### src/rtl/ldu_pkg.sv
package ldu_pkg;
  typedef struct packed {
    logic memrd;
    logic regwr;
    logic memwr;
  } ctl_t;
  localparam int NUM_SRC = 2;
endpackage

### src/rtl/ldu_detect.sv
module ldu_detect #(
  parameter int RW = 5
) (
  input  logic                             ex_memrd,
  input  logic [RW-1:0]                    ex_rt,
  input  logic [ldu_pkg::NUM_SRC-1:0][RW-1:0] id_src,
  output logic                             pc_we,
  output logic                             ifid_we,
  output logic                             ctl_clr
);
  localparam int NS = ldu_pkg::NUM_SRC;
  logic [NS-1:0] hit;
  logic          stall;

  for (genvar g = 0; g < NS; g++) begin : g_cmp
    assign hit[g] = (id_src[g] == ex_rt);
  end

  // register 0 is hardwired, so a load into it never matters
  assign stall   = ex_memrd && (|hit) && (ex_rt != '0);
  assign pc_we   = !stall;
  assign ifid_we = !stall;
  assign ctl_clr = stall;
endmodule

### src/rtl/ldu_pc_reg.sv
module ldu_pc_reg #(
  parameter int PCW = 8
) (
  input  logic           clk,
  input  logic           rst,
  input  logic           we,
  output logic [PCW-1:0] pc
);
  always_ff @(posedge clk) begin
    if (rst)     pc <= '0;
    else if (we) pc <= pc + PCW'(1);
  end
endmodule

### src/rtl/ldu_fd_reg.sv
module ldu_fd_reg #(
  parameter int RW = 5
) (
  input  logic           clk,
  input  logic           rst,
  input  logic           we,
  input  logic [RW-1:0]  in_rs,
  input  logic [RW-1:0]  in_rt,
  input  ldu_pkg::ctl_t  in_ctl,
  output logic [RW-1:0]  q_rs,
  output logic [RW-1:0]  q_rt,
  output ldu_pkg::ctl_t  q_ctl
);
  always_ff @(posedge clk) begin
    if (rst) begin
      q_rs  <= '0;
      q_rt  <= '0;
      q_ctl <= '0;
    end else if (we) begin
      q_rs  <= in_rs;
      q_rt  <= in_rt;
      q_ctl <= in_ctl;
    end
  end
endmodule

### src/rtl/ldu_dx_reg.sv
module ldu_dx_reg #(
  parameter int RW = 5
) (
  input  logic           clk,
  input  logic           rst,
  input  logic           clr,
  input  logic [RW-1:0]  in_rt,
  input  ldu_pkg::ctl_t  in_ctl,
  output logic [RW-1:0]  q_rt,
  output ldu_pkg::ctl_t  q_ctl
);
  always_ff @(posedge clk) begin
    if (rst) begin
      q_rt  <= '0;
      q_ctl <= '0;
    end else begin
      q_rt  <= in_rt;
      q_ctl <= clr ? ldu_pkg::ctl_t'('0) : in_ctl;
    end
  end
endmodule

### src/rtl/ldu_stall_pipe.sv
module ldu_stall_pipe #(
  parameter int RW  = 5,
  parameter int PCW = 8
) (
  input  logic           clk,
  input  logic           rst,
  input  logic [RW-1:0]  fe_rs,
  input  logic [RW-1:0]  fe_rt,
  input  logic           fe_ld,
  input  logic           fe_regwr,
  input  logic           fe_memwr,
  output logic [PCW-1:0] pc_q,
  output logic [RW-1:0]  id_rs,
  output logic [RW-1:0]  id_rt,
  output logic [RW-1:0]  ex_rt,
  output logic           ex_memrd,
  output logic           ex_regwr,
  output logic           ex_memwr,
  output logic           pc_we,
  output logic           ifid_we,
  output logic           ctl_clr
);
  import ldu_pkg::*;

  ctl_t fe_ctl, id_ctl, ex_ctl;
  logic [NUM_SRC-1:0][RW-1:0] id_src;

  assign fe_ctl = '{memrd: fe_ld, regwr: fe_regwr, memwr: fe_memwr};
  assign id_src = {id_rt, id_rs};

  ldu_pc_reg #(.PCW(PCW)) u_pc (
    .clk(clk), .rst(rst), .we(pc_we), .pc(pc_q)
  );

  ldu_fd_reg #(.RW(RW)) u_fd (
    .clk(clk), .rst(rst), .we(ifid_we),
    .in_rs(fe_rs), .in_rt(fe_rt), .in_ctl(fe_ctl),
    .q_rs(id_rs), .q_rt(id_rt), .q_ctl(id_ctl)
  );

  ldu_dx_reg #(.RW(RW)) u_dx (
    .clk(clk), .rst(rst), .clr(ctl_clr),
    .in_rt(id_rt), .in_ctl(id_ctl),
    .q_rt(ex_rt), .q_ctl(ex_ctl)
  );

  ldu_detect #(.RW(RW)) u_det (
    .ex_memrd(ex_ctl.memrd), .ex_rt(ex_rt), .id_src(id_src),
    .pc_we(pc_we), .ifid_we(ifid_we), .ctl_clr(ctl_clr)
  );

  assign ex_memrd = ex_ctl.memrd;
  assign ex_regwr = ex_ctl.regwr;
  assign ex_memwr = ex_ctl.memwr;
endmodule

### config.mk
export PLATFORM = sky130hd
export DESIGN_NAME = ldu_stall_pipe
export DESIGN_NICKNAME = d
export VERILOG_FILES = /design/src/rtl/ldu_pkg.sv /design/src/rtl/ldu_detect.sv /design/src/rtl/ldu_pc_reg.sv /design/src/rtl/ldu_fd_reg.sv /design/src/rtl/ldu_dx_reg.sv /design/src/rtl/ldu_stall_pipe.sv
export SDC_FILE = /design/constraint.sdc
export NUM_CORES = 1
export LEC_CHECK = 0
export CAP_MARGIN = 10
export CORE_ASPECT_RATIO = 0.6
export CORE_UTILIZATION = 30
export DETAILED_ROUTE_END_ITERATION = 10
export PLACE_DENSITY_LB_ADDON = 0.3
export SYNTH_ARGS = -nofsm -noshare
export SYNTH_HDL_FRONTEND = slang
export SYNTH_SLANG_ARGS = --single-unit
### constraint.sdc
create_clock -name clk -period 2.1 [get_ports clk]
set_input_delay 0.315 -clock clk [delete_from_list [all_inputs] [get_ports clk]]
set_output_delay 0.315 -clock clk [all_outputs]
set_load 0.01 [all_outputs]
# Word level (Yosys, flattened, before mapping)
# Cells that the tools add are included.
[classes] n_reduce_logical=6 addsub=1 n_eq_ne=2
[op_table] cell="== test 5 bit" n=2
[op_table] cell="adder 8 x 1 -> 8 bit, second input constant" n=1
[op_table] cell="nonzero test 5 bit" n=1
[op_table] cell="OR reduction 2 bit" n=2
[op_table] cell="logical AND 1 bit" n=2
[op_table] cell="zero test 1 bit" n=1
[word_totals] register_bits=29

# Longest topological paths before layout
# Gate-level depths: netlist (run 1).
[logic_depth] ltp_word=5 mapped_depth=6 mapped_depth_nobuf=6

# Hierarchy
# Synthesis (run 1) repeated with hierarchy kept, for this count alone.
[hier_totals] hier_cells=114 hier_area_um2=1174.9
[by_module_without_submodules] mod="ldu_fd_reg" cells_each=42 n_inst=1 area_each_um2=474.2
[by_module_without_submodules] mod="ldu_pc_reg" cells_each=37 n_inst=1 area_each_um2=339.1
[by_module_without_submodules] mod="ldu_dx_reg" cells_each=16 n_inst=1 area_each_um2=214.0
[by_module_without_submodules] mod="ldu_detect" cells_each=19 n_inst=1 area_each_um2=147.6

# Worst setup path after synthesis (run 1)
# No wires, ideal clock.
[synth_path] kind="flip-flop to output port" from="register u_dx.q_rt[1]" to="output pc_we" stages_incl_launch_ff=6 t_arrival_ns=1.476 path_buffers=1 slack_ns=0.309 path_cell_list="dfxtp_1 > or4_4 > o21ai_4 > inv_4 > nand2_4 > buf_4"
[synth_between] elab_chain_len=5
[synth_rtl] item="start: declaration" line="ldu_dx_reg.sv:9" text="output logic [RW-1:0] q_rt,"
[synth_rtl] item="start signal: assignment" line="ldu_dx_reg.sv:17" text="q_rt <= in_rt;"
[synth_rtl] item="== test 5 bit" line="ldu_detect.sv:16" text="assign hit[g] = (id_src[g] == ex_rt);"
[synth_rtl] item="OR reduction 2 bit" line="ldu_detect.sv:20" text="assign stall = ex_memrd && (|hit) && (ex_rt != '0);"
[synth_rtl] item="logical AND 1 bit" line="ldu_detect.sv:20"
[synth_rtl] item="logical AND 1 bit *" line="ldu_detect.sv:20"
[synth_rtl] item="zero test 1 bit *"
[synth_rtl] item="end: declaration" line="ldu_stall_pipe.sv:19" text="output logic pc_we,"
# Every way passes the cells marked *; elsewhere a longest branch is shown, timed or not.

# Worst setup path after layout (run 1)
[layout_path] from="register u_dx.q_rt[1]" to="output ifid_we"
[layout_between] elab_chain_len=5
[layout_rtl] item="== test 5 bit" line="ldu_detect.sv:16"
[layout_rtl] item="OR reduction 2 bit" line="ldu_detect.sv:20"
[layout_rtl] item="logical AND 1 bit" line="ldu_detect.sv:20"
[layout_rtl] item="logical AND 1 bit *" line="ldu_detect.sv:20"
[layout_rtl] item="zero test 1 bit *" line="ldu_detect.sv:22" text="assign ifid_we = !stall;"
[layout_rtl] item="end: declaration" line="ldu_stall_pipe.sv:20" text="output logic ifid_we,"
# Marks and branches as above.

==> results of run 1 <==
-- timing repair --
item	4_1_cts	5_1_grt
buffers inserted	0	1
hold buffers	0	0
resized for setup	4	6
endpoints found under the setup margin	3	3
pin swaps	1	1
-- sequential cells by signal, summed over array words and instances (netlist names) --
register / count
u_dx.q_rt: 5
u_fd.q_rt: 5
u_dx.q_ctl: 3
u_pc.pc: 8
u_fd.q_ctl: 3
u_fd.q_rs: 5
-- synth_stat cells (all sizes together) --
cell type  number  area share
xnor2          10       0.063
o22ai           1      0.0090
o211ai          2       0.011
a31oi           1      0.0045
o21ai          17       0.075
buf             6       0.039
o21bai          1      0.0054
and3            2      0.0090
nand3          19       0.068
ha              1      0.0090
nand2           8       0.027
nor3            2      0.0072
o32ai           1      0.0063
nor3b           6       0.047
o311ai          4       0.025
clkbuf          5       0.014
nand2b          5       0.023
dfxtp          29        0.42
or4             1      0.0081
nor2b           5       0.023
a311o           1      0.0072
o22a            1      0.0063
nor4            2      0.0090
o2111ai         1      0.0063
inv             3       0.012
a21oi          18       0.065
nor2            2      0.0054
-- logic make-up after synthesis --
family	Yosys count	synth area share
fa+ha+maj	1	0.00900
simple gates	52	0.226
compound gates	48	0.221
flops	29	0.418
xor+xnor	10	0.0630
buf+inv	14	0.0639
-- routing by layer --
| metal | wire length, um | up-vias |
|---|---|---|
| met5 | 0 | - |
| li1 | - | 669 |
| met4 | 79 | 0 |
| met1 | 2000 | 624 |
| met3 | 218 | 7 |
| met2 | 1430 | 39 |
-- worst max-delay path: stages (launching register included) --
cell             delay [ps]
dfxtp_1                 310
or4_4                   550
o21ai_4                 200
inv_4                    70
nand2_8                  90
clkdlybuf4s15_1         240
-- power by group through the flow --
stage                     clock network, mW  logic [mW]  registers [mW]
after floorplan                           0       0.137           0.630
after global placement                    0       0.278           0.622
after detailed placement                  0       0.280           0.622
after CTS                             0.451       0.280           0.610
after global routing                  0.474       0.313           0.615
final                                 0.436       0.290           0.610
-- cell type report --
type / count / share of cell area
clock buffer: 6 / 0.0357
clock inverter: 2 / 0.00493
inverter: 3 / 0.00801
multi-input combinational: 111 / 0.363
sequential: 29 / 0.287
tap: 60 / 0.0370
timing repair buffer: 58 / 0.265
-- path summary, 6_finish.rpt --
path | start | to | cells past startpoint
worst max-delay path | u_dx.q_rt[1] | ifid_we | 5
worst min-delay path | u_fd.q_ctl[2] | u_fd.q_ctl[2] | 2
worst min register to register | u_fd.q_ctl[2] | u_fd.q_ctl[2] | 2
worst max register to register | u_dx.q_rt[1] | u_pc.pc[7] | 6
==> impl_metrics.tcl, run 1 <==
set metrics [dict create \
    layout_commonest_cell "clkdlybuf4s50_1" \
    portBuffers 43 \
    seqCellArea_um2 582 \
    min_path_type "flip-flop to flip-flop" \
    fmax_mhz 489 \
    arrival_ps 1730 \
    drv_cap 0 \
    start_util 0.325 \
    max-slew-margin-rel 0.713 \
    fp.coreArea_um2 4280 \
    multi_input_area_um2 737 \
    layout.nets 224 \
    crit_fanout 5 \
    met3_usage 0.0500 \
    leakage_nw 0.697 \
    grtUsageMet1 0.233 \
    reg2reg_slack_ps 200 \
    synth_area_per_cell_um2 9.03 \
    synth_cells 154 \
    ir_worst_vdd_uv 345 \
    outcome "finished, final reports clean" \
    die_area_um2 4920 \
    cts_tree "built" \
    critPathLaunchType "flip-flop" \
    power.internal_mw 0.954 \
    drive_above_1_share 0.172 \
    synth_seq_cells 29 \
    slew_viol_final 0 \
    placedInstanceArea_um2 1930 \
    routedWlPerCell_um 13.8 \
    p_switching_mw 0.382 \
    synth.distinct_cells 36 \
    path_clk_slew_ps 60 \
    endpoint_kind "output port" \
    ios 44 \
    rows 18 \
    setup_tns_ps 0 \
    route.detailed.drc 0 \
    fin_ws_ps 54.7 \
    dp_slack_ps 57.6 \
    dp_cells 260 \
    grt_max_degree 26 \
    clk_latency_ps 280 \
    busiest_layer "met1" \
    syn-num-nets 170 \
    root_buffer "clkbuf_8" \
    grt_overflow 0 \
    setup_viol 0 \
    numCtsBuffers 5 \
    drt_pass1_iterations 4 \
    finalCriticalPeriod_ps 2050 \
    syn_area_um2 1390 \
    die_w_um 89.9 \
    vias_per_cell 4.98 \
    p_total_mw 1.34 \
    pwr-share-comb 0.217 \
    cts_buffer_depth 2 \
    grt_pass1_vias 1167 \
    dieHeight_um 54.7 \
    grt_pass1_wl_um 5920 \
    powerDensity_nw_per_um2 658 \
    final_hold_viol_count 0 \
    fin_cells 269 \
    critPathRequiredTime_ps 1780 \
    htree_levels 2 \
    timing.hold.ws_ps 461 \
    track_usage 0.162 \
    power_frac_seq 0.457 \
    met2_usage 0.206 \
    crit_type "flip-flop to output port" \
    antenna_cells 0 \
    cts_sinks 29 \
    synth-seq-area-share 0.418 \
    utilization 0.475 \
    final_cell_mix "40 x clkdlybuf4s50_1, 28 x dfxtp_1, 19 x nand3_1" \
    ys_warn_count 0 \
    dpl.hpwl_um 2670 \
    fill_cells 392 \
    worst_slew_pin_slew_ps 429 \
    fin_crit_sh 0.974 \
    power.share.clock 0.326 \
    drt_wl_total_um 3720 \
    antenna_found_initial 0 \
    finish.instance_area_um2 2030 \
    p_sw_frac 0.286 \
    place.gp.congestion 0.797 \
    vias 1339 \
    area_delta_synth_final_pct 46.1 \
    rsz0062_at_grt "false" \
    skew_ps 4.54 \
    drtIter0Drc 97 \
    postRouteAntennaNets 0 \
]
Note: power is estimated with default switching activity, not from simulation.
==> run 2: changes to the inputs <==
--- a/config.mk
+++ b/config.mk
@@ -5,8 +5,10 @@
 export SDC_FILE = /design/constraint.sdc
 export NUM_CORES = 1
 export LEC_CHECK = 0
+export ABC_AREA = 1
 export CAP_MARGIN = 10
 export CORE_ASPECT_RATIO = 0.6
+export CORE_MARGIN = 4
 export CORE_UTILIZATION = 30
 export DETAILED_ROUTE_END_ITERATION = 10
 export PLACE_DENSITY_LB_ADDON = 0.3
==> run 2 against run 1 <==
- sequential share of layout area is 0.99 points higher
- largest cell class unchanged
- routed wire length is 5.5% lower
- clock power is 5.7% higher
==> impl_metrics.tcl, run 2 <==
set metrics [dict create \
    outcome "finished, final reports clean" \
    die_w_um 96.4 \
    start_util 0.327 \
    postCtsSetupBuffers 0 \
    met2_usage 0.183 \
    dpl.hpwl_um 2570 \
    critical_path.startpoint "u_dx.q_rt[1]" \
    area_delta_synth_final_pct 39.9 \
    yosys.area_share.simple 0.387 \
    grt_pass1_vias 1225 \
    worst_slew_pin_slew_ps 436 \
    final_hold_viol_count 0 \
    finalCriticalPeriod_ps 1900 \
    fin_crit_sh 0.905 \
    layout_commonest_cell "nand2_1" \
    route.detailed.drc 0 \
    netlist.area_leader.share 0.413 \
    synth-seq-area-share 0.413 \
    synth_common_cells "47 x nand2_1, 29 x dfxtp_1, 26 x nor2_1" \
    grt_max_degree 21 \
    antenna_found_initial 0 \
    busiest_layer "met1" \
    drive_above_1_share 0.148 \
    routedWlPerCell_um 11.6 \
    drv_cap 0 \
    synth.area.top_cells "dfxtp_1 41%, nand2_1 13%, nor2_2 8.0%" \
    final_cell_mix "47 x nand2_1, 40 x clkdlybuf4s50_1, 27 x dfxtp_1" \
    synth.distinct_cells 23 \
    r2r-end "u_pc.pc[2]" \
    min_path_type "flip-flop to flip-flop" \
    reg2reg_slack_ps 620 \
    cp-endpoint "ctl_clr" \
    grt_pass1_wl_um 5890 \
    numCtsBuffers 5 \
    antenna_cells 0 \
    ys.flop_type "dfxtp_1" \
    drt_pass1_iterations 4 \
    ios 44 \
    arrival_ps 1580 \
    critPathLaunchType "flip-flop" \
    synth_mux_area_frac 0 \
    ir_worst_vdd_uv 266 \
    r2r_start "u_dx.q_rt[1]" \
    htree_levels 2 \
    yosysTopAreaCell "dfxtp_1" \
    clk_latency_ps 280 \
    setup_viol 0 \
    cts_buffer_depth 2 \
    powerDensity_nw_per_um2 663 \
    rsz0062_at_grt "false" \
    synth-compound-area-share 0.0320 \
    syn_area_um2 1410 \
    yosysMostFrequentCell "nand2_1" \
    place.gp.congestion 0.787 \
    synth_edf_count 0 \
    utilization 0.457 \
    synth_seq_cells 29 \
    cts_tree "built" \
    synth_cells 198 \
    dieHeight_um 61.0 \
    largest_reg_flops 8 \
    crit_fanout 9 \
    grtUsageMet1 0.189 \
    endpoint_kind "output port" \
    drtIter0Drc 50 \
    cts_sinks 29 \
    fp.coreArea_um2 4300 \
    met3_usage 0.0574 \
    leakage_nw 0.860 \
    path_clk_slew_ps 60 \
    slew_viol_final 0 \
    layout.nets 260 \
    setup_tns_ps 0 \
    synth_area_per_cell_um2 7.10 \
    synth_top_family_by_area "simple AND/OR/NAND/NOR gates" \
    async_flop_share 0 \
    skew_ps 5.81 \
    vias 1330 \
    critPathRequiredTime_ps 1780 \
    ys_warn_count 0 \
    grt_overflow 0 \
    r2r_cells 11 \
    track_usage 0.133 \
    max-slew-margin-rel 0.709 \
    portBuffers 43 \
    vias_per_cell 4.38 \
    die_area_um2 5880 \
    regMostFlops "u_pc.pc" \
    drt_wl_total_um 3520 \
    postRouteAntennaNets 0 \
    fmax_mhz 526 \
    crit_type "flip-flop to output port" \
    root_buffer "clkbuf_8" \
    syn-num-nets 214 \
    rows 18 \
    synth_fa_ha_area_frac 0.00890 \
    synthXorXnorAreaFrac 0.0436 \
]
## run 2: power by group
group,internal (mW),switching [mW]
clock,0.259,0.202
combinational,0.117,0.118
sequential,0.580,0.0266
## run 2: what timing repair did
action,4_1_cts,5_1_grt
hold buffers,0,0
pin swaps,0,0
endpoints found under the setup margin,3,1
gates resized for setup,3,2
endpoints found under the hold margin,0,0
## run 2: worst min path at each step
| stage | endpoint | from | slack (ps) | cells after the start |
|---|---|---|---|---|
| final | u_dx.q_ctl[0] | u_fd.q_ctl[0] | 430 | 2 |
| after global routing | u_dx.q_ctl[2] | u_fd.q_ctl[2] | 450 | 2 |
| after CTS | u_dx.q_ctl[0] | u_fd.q_ctl[0] | 440 | 2 |
| after detailed placement | u_dx.q_ctl[0] | u_fd.q_ctl[0] | 430 | 2 |
| after global placement | u_dx.q_ctl[0] | u_fd.q_ctl[0] | 430 | 2 |
| after floorplan | u_fd.q_rt[0] | rst | 380 | 1 |
## run 2: area by class of cell
type / instances / area (um^2)
clock buffer: 7 / 86.3
multi-input combinational: 136 / 663
timing repair buffer: 48 / 468
sequential: 29 / 583
inverter: 24 / 91.3
tap: 60 / 75.1
fill: 446 / 2330
## run 2: metrics by stage
| stage | instance area (um^2) | hold WS (ps) | setup WS (ps) | power, mW | cells |
|---|---|---|---|---|---|
| after detailed placement | 1880 | 430 | 197 | 0.856 | 297 |
| after CTS | 1960 | 440 | 9.04 | 1.33 | 304 |
| after global routing | 1970 | 449 | 66.4 | 1.39 | 304 |
| after floorplan | 1410 | 384 | 568 | 0.752 | 198 |
| after global placement | 1880 | 428 | 211 | 0.855 | 297 |
| final | 1970 | 434 | 200 | 1.30 | 304 |
## run 2: kinds of logic (layout without fill, tap and decap cells)
| family | Yosys count | count (layout) |
|---|---|---|
| AND/OR/NAND/NOR | 119 | 119 |
| adder cells (fa/ha/maj) | 1 | 1 |
| AO/OA/AOI/OAI | 9 | 9 |
| flip-flops | 29 | 29 |
| XOR/XNOR | 7 | 7 |
| buffers and inverters | 33 | 79 |
## run 2: metal layers
metal  vias up  part of all wire  wire [um]
met2        37              0.38       1350
met4         0            0.0088         31
met5         -                 0          0
li1        697                 -          -
met3         4             0.086        301
met1       592              0.52       1840
## run 2: worst max-delay path, stage by stage (launching register included)
cell and delay (ps):
dfxtp_1 370, inv_1 90, nand2_1 60, nand2_1 40, nor2_1 120, nand3_1 100, nand2_2 100, nand2_4 100
clkinv_2 60, dlygate4sd2_1 260
==> run 3: changes to the inputs <==
--- a/config.mk
+++ b/config.mk
@@ -8,8 +8,8 @@
 export ABC_AREA = 1
 export CAP_MARGIN = 10
 export CORE_ASPECT_RATIO = 0.6
-export CORE_MARGIN = 4
-export CORE_UTILIZATION = 30
+export CORE_MARGIN = 1
+export CORE_UTILIZATION = 35
 export DETAILED_ROUTE_END_ITERATION = 10
 export PLACE_DENSITY_LB_ADDON = 0.3
 export SYNTH_ARGS = -nofsm -noshare
==> constraint.sdc (replaced) <==
create_clock -name clk -period 1.75 [get_ports clk]
set_input_delay 0.2625 -clock clk [delete_from_list [all_inputs] [get_ports clk]]
set_output_delay 0.2625 -clock clk [all_outputs]
set_load 0.01 [all_outputs]
==> run 3 against run 2 <==
- the run now ends with DRC left
- non-clock buffer count up 15
- critical path depth unchanged
- clock-buffer cell count unchanged
- critical path type unchanged
- critical endpoint unchanged
- highest routed layer unchanged
==> impl_metrics.tcl, run 3 (synthesized netlist as in run 2, its figures left out) <==
set metrics [dict create \
    max_stage_delay_ps 350 \
    slowest_stage "dfxtp_1" \
    drtIter0Drc 67 \
    skew_ps 4.31 \
    regMostFlops "u_pc.pc" \
    drt_pass1_iterations 7 \
    endpoint_kind "output port" \
    largest_reg_flops 8 \
    powerDensity_nw_per_um2 771 \
    place.gp.congestion 0.883 \
    cts_tree "built" \
    r2r_cells 10 \
    grt_overflow 0 \
    layout.nets 275 \
    dieHeight_um 51.1 \
    ios 44 \
    multi_input_area_um2 663 \
    layout_commonest_cell "nand2_1" \
    violations "DRC" \
    arrival_ps 1360 \
    ir_worst_vdd_uv 425 \
    crit_path_cell_trace "inv_1 > nand2_1 > nand2_1 > nor2_1 > nand3_1 > nand2_2 > nand2_4 > clkinv_2 > clkbuf_2" \
    holdPathEnd "u_dx.q_ctl[0]" \
    numCtsBuffers 5 \
    final_hold_viol_count 0 \
    critPathRequiredTime_ps 1490 \
    root_buffer "clkbuf_8" \
    die_area_um2 4280 \
    crit_path_frequent_cell "nand2_1" \
    critPathLaunchType "flip-flop" \
    fin_crit_sh 0.929 \
    cts_sinks 29 \
    area_delta_synth_final_pct 46.2 \
    min_path_cells 2 \
    hold_path.startpoint "u_fd.q_ctl[0]" \
    final_cell_mix "47 x nand2_1, 40 x clkdlybuf4s50_1, 26 x nor2_1" \
    slew_viol_final 0 \
    grt_max_degree 21 \
    r2r-end "u_fd.q_rs[3]" \
    rsz0062_at_grt "false" \
    dp_slack_ps -67.0 \
    postRouteAntennaNets 0 \
    max-slew-margin-rel 0.683 \
    drv_cap 0 \
    min_path_type "flip-flop to flip-flop" \
    route.detailed.drc 10 \
    r2r_start "u_fd.q_rt[1]" \
    rows 17 \
    path_clk_slew_ps 60 \
    grt_pass1_vias 1188 \
    drive_above_1_share 0.228 \
    finalCriticalPeriod_ps 1630 \
    fin_ws_ps 124 \
    routedWlPerCell_um 11.2 \
    postCtsHoldBufs 0 \
    antenna_found_initial 0 \
    seqCellArea_um2 591 \
    fp.coreArea_um2 3760 \
    grt_pass1_wl_um 5840 \
    leakage_nw 0.933 \
    crit_type "flip-flop to output port" \
    reg2reg_slack_ps 300 \
    drt_wl_total_um 3440 \
    worst_slew_pin_slew_ps 475 \
    timing.hold.ws_ps 433 \
    fmax_mhz 615 \
    outcome "finished with violations" \
    antenna_cells 0 \
    track_usage 0.182 \
    start_util 0.374 \
    vias_per_cell 4.41 \
    vias 1348 \
    cts_buffer_depth 2 \
    fill_cells 359 \
    die_w_um 83.8 \
    htree_levels 2 \
    dpl.hpwl_um 2500 \
    p_total_mw 1.59 \
    portBuffers 43 \
    clk_latency_ps 280 \
    crit_fanout 5 \
    setup_viol 0 \
]
-- run 3: cell types whose count changed in the layout (fill, tap and decap cells not counted), moves of 2 or more --
cell	before	now
dfxtp_1	27	23
buf_4	5	20
dfxtp_2	2	5
dlygate4sd2_1	2	0
clkbuf_2	0	3
-- run 3: worst max path at each step --
stage / startpoint / endpoint / slack (ps) / cells past startpoint
after floorplan: u_dx.q_rt[0] / pc_we / 270 / 9
after global placement: u_dx.q_rt[3] / pc_we / -60 / 6
after detailed placement: u_dx.q_rt[1] / pc_we / -70 / 6
after CTS: u_dx.q_rt[0] / pc_we / 3 / 8
after global routing: u_dx.q_rt[2] / ctl_clr / 1 / 9
final: u_fd.q_rt[1] / ctl_clr / 120 / 9
-- run 3: timing repair --
action / 4_1_cts / 5_1_grt
setup endpoints to repair: 3 / 3
pin swaps: 2 / 2
resized for setup: 13 / 5
buffers inserted: 1 / 0
-- run 3: per-stage QoR --
step / std cells / setup TNS, ps / utilization / instance area [um^2]
after detailed placement: 298 / -151 / 0.522 / 1970
final: 306 / 0 / 0.546 / 2060
after global placement: 298 / -118 / 0.522 / 1970
after CTS: 306 / 0 / 0.549 / 2070
after floorplan: 198 / 0 / - / 1410
after global routing: 306 / 0 / 0.546 / 2060
-- run 3: final cells by class --
type / instances / area share
Multi-Input combinational cell: 136 / 0.323
Timing Repair Buffer: 63 / 0.275
Clock buffer: 7 / 0.0420
Inverter: 24 / 0.0444
Sequential cell: 29 / 0.287
Tap cell: 47 / 0.0286
-- run 3: metal layers --
metal | wire length, um | track usage | up-vias
met1 | 1870 | 0.257 | 575
met4 | 66 | 0.0948 | 0
met3 | 262 | 0.0646 | 7
met5 | 0 | 0 | -
li1 | - | - | 725
met2 | 1240 | 0.235 | 41
-- run 3: where the power goes --
group	internal, mW	switching, mW
clock	0.311	0.241
sequential	0.697	0.0280
combinational	0.159	0.150
-- run 3: worst max-delay path: cells and delay by family, from the launching register on --
family / cells / cell delay, ps
AND/OR/NAND/NOR: 6 / 510
flip-flops: 1 / 350
buffers and inverters: 3 / 230
